--- config.mk ---
export PLATFORM = sky130hd
export DESIGN_NAME = irq_ctl3
export DESIGN_NICKNAME = d
export VERILOG_FILES = /design/src/rtl/irq_ctl3.sv
export SDC_FILE = /design/constraint.sdc
export NUM_CORES = 1
export LEC_CHECK = 0
export BUFFER_PORTS_ARGS = -buffer_cell sky130_fd_sc_hd__buf_4
export CAP_MARGIN = 30
export CORE_UTILIZATION = 38
export DETAILED_ROUTE_END_ITERATION = 16
export PLACE_DENSITY = 0.83
export SYNTH_ARGS = -nofsm -noshare
export SYNTH_HDL_FRONTEND = slang
export SYNTH_SLANG_ARGS = --single-unit
--- constraint.sdc ---
create_clock -name clk -period 1.5 [get_ports clk]
set_input_delay 0.075 -clock clk [delete_from_list [all_inputs] [get_ports clk]]
set_output_delay 0.075 -clock clk [all_outputs]
set_load 0.02 [all_outputs]
--- src/rtl/irq_ctl3.sv ---
module irq_ctl3 #(
  parameter int          ADDR_W   = 8,
  parameter logic [7:0]  REG_ADDR = 8'h0B,
  parameter logic [7:0]  VEC_TB   = 8'h04,
  parameter logic [7:0]  VEC_S1   = 8'h08,
  parameter logic [7:0]  VEC_S2   = 8'h0C
) (
  input  logic              clk,
  input  logic              rst_n,
  input  logic [ADDR_W-1:0] bus_addr,
  input  logic              bus_wr,
  input  logic [7:0]        bus_wdata,
  output logic [7:0]        bus_rdata,
  input  logic [2:0]        req,
  input  logic              irq_ack,
  output logic              irq_out,
  output logic [7:0]        irq_vec
);
  localparam int NSRC = 3;

  logic [6:0]      ctl, ctl_nxt;
  logic [NSRC-1:0] live, grant;
  logic            hit, take;

  assign hit   = (bus_addr == ADDR_W'(REG_ADDR));
  assign live  = ctl[6:4] & ctl[3:1];
  assign irq_out = ctl[0] & (|live);
  assign grant = !ctl[0] ? 3'b000 :
                 live[0] ? 3'b001 :
                 live[1] ? 3'b010 :
                 live[2] ? 3'b100 : 3'b000;
  assign irq_vec = grant[0] ? VEC_TB :
                   grant[1] ? VEC_S1 :
                   grant[2] ? VEC_S2 : 8'h00;
  assign bus_rdata = hit ? {1'b0, ctl} : 8'h00;
  assign take = irq_ack & irq_out;

  always_comb begin
    ctl_nxt = (bus_wr && hit) ? bus_wdata[6:0] : ctl;
    if (take) begin
      ctl_nxt[6:4] = ctl_nxt[6:4] & ~grant;
      ctl_nxt[0]   = 1'b0;
    end
    ctl_nxt[6:4] = ctl_nxt[6:4] | req;
  end

  always_ff @(posedge clk) begin
    if (!rst_n) ctl <= '0;
    else        ctl <= ctl_nxt;
  end
endmodule

* Yosys cells after proc, flatten, opt, wreduce, memory -nomap -nowiden
Cells that the tools add are included.
** Operators by class
- Div/mod/pow operators :: 0
- Multiply operators :: 0
- Shift operators :: 0
- Equal/unequal tests :: 1
- $lt $le $gt $ge :: 0
- Bitwise operators :: 7
- Reduce and logical (&&, ||, !) cells :: 3
- $add $sub $neg :: 0
- Multiplexer cells :: 10
** Operator list (number)
- 2-to-1 mux 3 bit :: 5
- 2-to-1 mux 7 bit :: 2
- 2-to-1 mux 4 bit :: 3
- equality test 8 x 4 -> 1 bit, second input constant :: 1
- AND 3 bit :: 2
- inverter 3 bit :: 1
- bitwise OR 3 bit :: 1
- OR reduction 3 bit :: 1
- AND 1 bit :: 2
- OR reduction 2 bit :: 1
- logical AND 1 bit :: 1
- inverter 1 bit :: 1
** Storage, ports and cells
- RAM bits :: 0
- Output and inout bits :: 17
- Memory bits (read-only) :: 0
- Latch bits :: 0
- Memories :: 0
- Register bits :: 7

* Logic depth before layout (Yosys ltp)
- Depth after elaboration :: 9
- Depth in mapped cells :: 5
- Depth with buffers taken out :: 4

* Worst setup path after synthesis
No wires, ideal clock.
- Path type :: input -> output
- Start :: input port bus_addr[2]
- End :: output port bus_rdata[0]
- Buffers on the path :: 0
- Arrival :: 1.118 ns
- Stages on the path :: 2
- Slack :: 0.307 ns
- Path through :: or4b_4 nor3_1
** Between the ends
- Word-level cells in the longest chain between the ends :: 2
** RTL lines
- start, declared :: line 10 : input logic [ADDR_W-1:0] bus_addr,
- equality test 8 x 4 -> 1 bit :: line 25 : assign hit = (bus_addr == ADDR_W'(REG_ADDR));
- 2-to-1 mux 7 bit :: line 35 : assign bus_rdata = hit ? {1'b0, ctl} : 8'h00;
- end, declared :: line 13 : output logic [7:0] bus_rdata,
Every way passes these cells.

* Worst setup path after layout
- Start :: register ctl[5]
- End :: output port irq_out
** Between the ends
- Word-level cells in the longest chain between the ends :: 3
** RTL lines
- start, declared :: line 21 : logic [6:0] ctl, ctl_nxt;
- start signal, assigned :: line 49 : else ctl <= ctl_nxt;
- AND 3 bit :: line 26 : assign live = ctl[6:4] & ctl[3:1];
- OR reduction 3 bit :: line 27 : assign irq_out = ctl[0] & (|live);
- AND 1 bit :: line 27
- end, declared :: line 16 : output logic irq_out,
Every way passes these cells.

==> impl_summary.md <==
CTS
Buffers inserted during clock tree synthesis total 3. The clock net sink count is 7. The maximum clock insertion buffer count is 2. The number of hold buffers added after CTS was 0. Once the clock tree was built, the resizer swapped 0 gates to a different size. The CTS tree is built. In this run the number of H-tree levels came out at 1.

The clock slew at the register clock pins of the worst setup and hold paths is roughly 0.050 ns. The tree is rooted in a sky130_fd_sc_hd__clkbuf_4. The number of post-CTS setup repair buffers is 0. The later pin in the worst-skew pair is clocked with a latency of 0.25 ns.

Die
The die is approximately 39 µm wide. For this configuration, the core starts out at a cell density of 0.408. Row generation in the floorplan step produced 13 rows. The area of the die is 0.00153 mm². In this run the vertical extent of the chip is roughly 40 µm.

The core outline area is about 0.0013 mm². 40 I/O pins were placed.

Placed design
The final RePlAce weighted congestion is approximately 0.75. Buffers placed on the I/O ports in this run total 31. The HPWL after detailed placement is 1050 µm.

Detailed routing
The detailed router placed approximately 580 vias in this run. The aggregate routed wire length is 1260 µm. The final antenna-violating net count is 0. Dividing the detail-routed via count by the number of cells gives 5.07. The first detailed-routing pass took 2 iterations. The DRC violation count after routing is 0.

The number of DRC violations after detailed-routing iteration 0 is 11. After detailed routing, the average wire length per cell comes to 11.0 µm.

Min path
The worst hold path belongs to the class primary input to register. The number of stages on the worst hold path is 2.

Pwr
For this design the static power due to leakage is roughly 0.0004 µW. The share of total power dissipated in combinational logic is 0.201. The analysis attributes to net switching a power of around 120 µW. The worst vdd rail ir drop is 337 µV.

The internal power is about 350 µW. The relative contribution of the clock network to total power is 0.371. Dividing total power by cell area gives a power density of 593 mW/mm². Of the total power, the share spent switching nets is 0.256. The sequential group share of total power is 0.428. The post-layout total power is roughly 460 µW.

Setup path
The worst setup path is launched from a register. The depth of the worst register-to-register path is 4. The critical path endpoint category is a primary output. The slowest stage of the critical path is the sky130_fd_sc_hd__dfxtp_1 cell. The largest fanout on the critical path is 5. Traced cell by cell, the critical path runs through nand2_1 -> a31oi_1 -> buf_4. The critical path is of the register to primary output type. The worst register-to-register path has a setup slack of approximately 0.52 ns. STA puts the critical path data arrival time at between 1 and 1.5 ns. For the worst setup path, the data required time is around 1.4 ns. For this run, the slowest stage of the critical path takes ~0.35 ns.

Yosys
Of all flip-flops after synthesis, the portion carrying an async set or reset was 0. Synthesis produced a netlist whose cell count is between 60 and 70. The count of warnings emitted by yosys is 0. The netlist uses 26 different library cells.

The register bit total from synthesis is 7. The synthesized design contains 0 enable-type register cells. Of the synthesized area, sequential elements account for 0.267. Dividing the synthesized area by the synthesized cell count gives 8.19 µm². The commonest register cell after synthesis is sky130_fd_sc_hd__dfxtp_1. Summing every instance area after synthesis gives approximately 520 µm².

Finish
In the final layout, the registers with the most flip-flops are ctl (7). The share of layout cells above drive strength 1 is 0.404. In the final design database the tool counted around 120 nets. The count of filler cells inserted in the layout is 130.

The final standard cell utilization of the core is 0.609. The final antenna diode count is 0. In the layout the commonest cells are sky130_fd_sc_hd__buf_4, sky130_fd_sc_hd__conb_1, sky130_fd_sc_hd__dfxtp_1, sky130_fd_sc_hd__and3_1. The most common cell after layout, fill and taps aside is sky130_fd_sc_hd__buf_4.

Ranked by flip-flop count, first place goes to ctl. The flip-flop count of the largest register after layout is 7. Compared with the post-synthesis result, the final layout area differs by 49.2%.

Timing
The shortest clock period the worst path allows after layout is ~1.3 ns. After routing, the total negative slack on setup checks comes to 0 ns. The number of hold violations in the final report is 0. The final worst clock skew is ~0.0023 ns. The final critical-path share of the clock period is 0.835. For this run, the top clock speed supported by timing is between 0.7 and 0.8 GHz.

The count of pins over their slew limit came to 0. The tightest hold path in the finished design has a slack of 0.0166 ns. The number of failing setup endpoints in the final timing report is 0. Setup repair after global routing left no endpoint under its margin.

Global route
The maximum number of pins on one net before global-route repair is 10. Across every metal layer, demand over resource in global routing totals 0.188. The total global routing overflow is 0. The first global-routing pass estimated roughly 2000 µm of wire.

The number of antenna violations at the first check in global routing is 0. The number of global-route vias before repair was 504.

Run
The tool flagged a number of max-cap violations equal to 0.

Outcome
The flow ran to the end, and the final reports show no timing, DRC or antenna violations.
[power by group through the flow]
stage	clock (µW)	sequential (µW)	combinational [µW]
detailed placement	0	202	93.4
floorplan	0	201	53.8
finish	172	198	93.4
global route	190	198	104
global placement	0	202	91.5
CTS	183	198	93.5
[final timing paths]
check / startpoint / to
setup reg to reg: ctl[5]$_SDFF_PN0_ / ctl[5]$_SDFF_PN0_
hold / removal: irq_ack / ctl[0]$_SDFFE_PP0N_
setup / recovery: ctl[5]$_SDFF_PN0_ / irq_out
hold reg to reg: ctl[2]$_SDFFE_PN0N_ / ctl[2]$_SDFFE_PN0N_
[through the flow]
step           setup slack [ns]  cells  cell area (µm²)
3_5_place_dp              0.128    110              756
5_1_grt                   0.142    114              782
2_1_floorplan             0.307     70              547
3_3_place_gp              0.176    110              756
4_1_cts                   0.249    114              782
6_report                  0.247    114              782
[logic make-up after synthesis]
logic type | share of synthesized area
AOI/OAI and AO/OA | 0.174
buffers and inverters | 0.146
and+or+nand+nor | 0.329
DFF | 0.267
muxes | 0.0764
other | 0.00715
[metal layers]
| layer | up-vias | wire length, µm | GRT usage |
|---|---|---|---|
| met5 | - | 0 | 0 |
| li1 | 289 | - | - |
| met3 | 0 | 67 | 0.0231 |
| met2 | 19 | 651 | 0.325 |
| met1 | 270 | 540 | 0.231 |
| met4 | 0 | 0 | 0.0776 |
[synth_stat cells, types with 2 or more instances]
library cell	count	area [µm²]
sky130_fd_sc_hd__o31ai_1	2	15.0
sky130_fd_sc_hd__buf_4	7	52.6
sky130_fd_sc_hd__nand2_1	5	18.8
sky130_fd_sc_hd__dfxtp_1	7	140
sky130_fd_sc_hd__nor2_1	5	18.8
sky130_fd_sc_hd__nand4_1	2	12.5
sky130_fd_sc_hd__inv_1	5	18.8
sky130_fd_sc_hd__o211ai_1	2	15.0
sky130_fd_sc_hd__mux2i_1	4	40.0
sky130_fd_sc_hd__a21oi_1	4	20.0
sky130_fd_sc_hd__and3_1	6	37.5
[area by class of cell]
cell class,instances,area (µm²),area share
Clock buffer,4,26.3,0.0336
Inverter,5,18.8,0.0240
Multi-Input combinational cell,50,330,0.422
Sequential cell,7,140,0.179
Tap cell,15,18.8,0.0240
Timing Repair Buffer,33,248,0.317
[critical path: cells and delay by family (launching register included)]
kind / cells / cell delay, ns
AO/OA/AOI/OAI: 1 / 0.26
buffers and inverters: 1 / 0.18
AND/OR/NAND/NOR: 1 / 0.14
flip-flops: 1 / 0.35
Power figures use the tool's default switching activity.
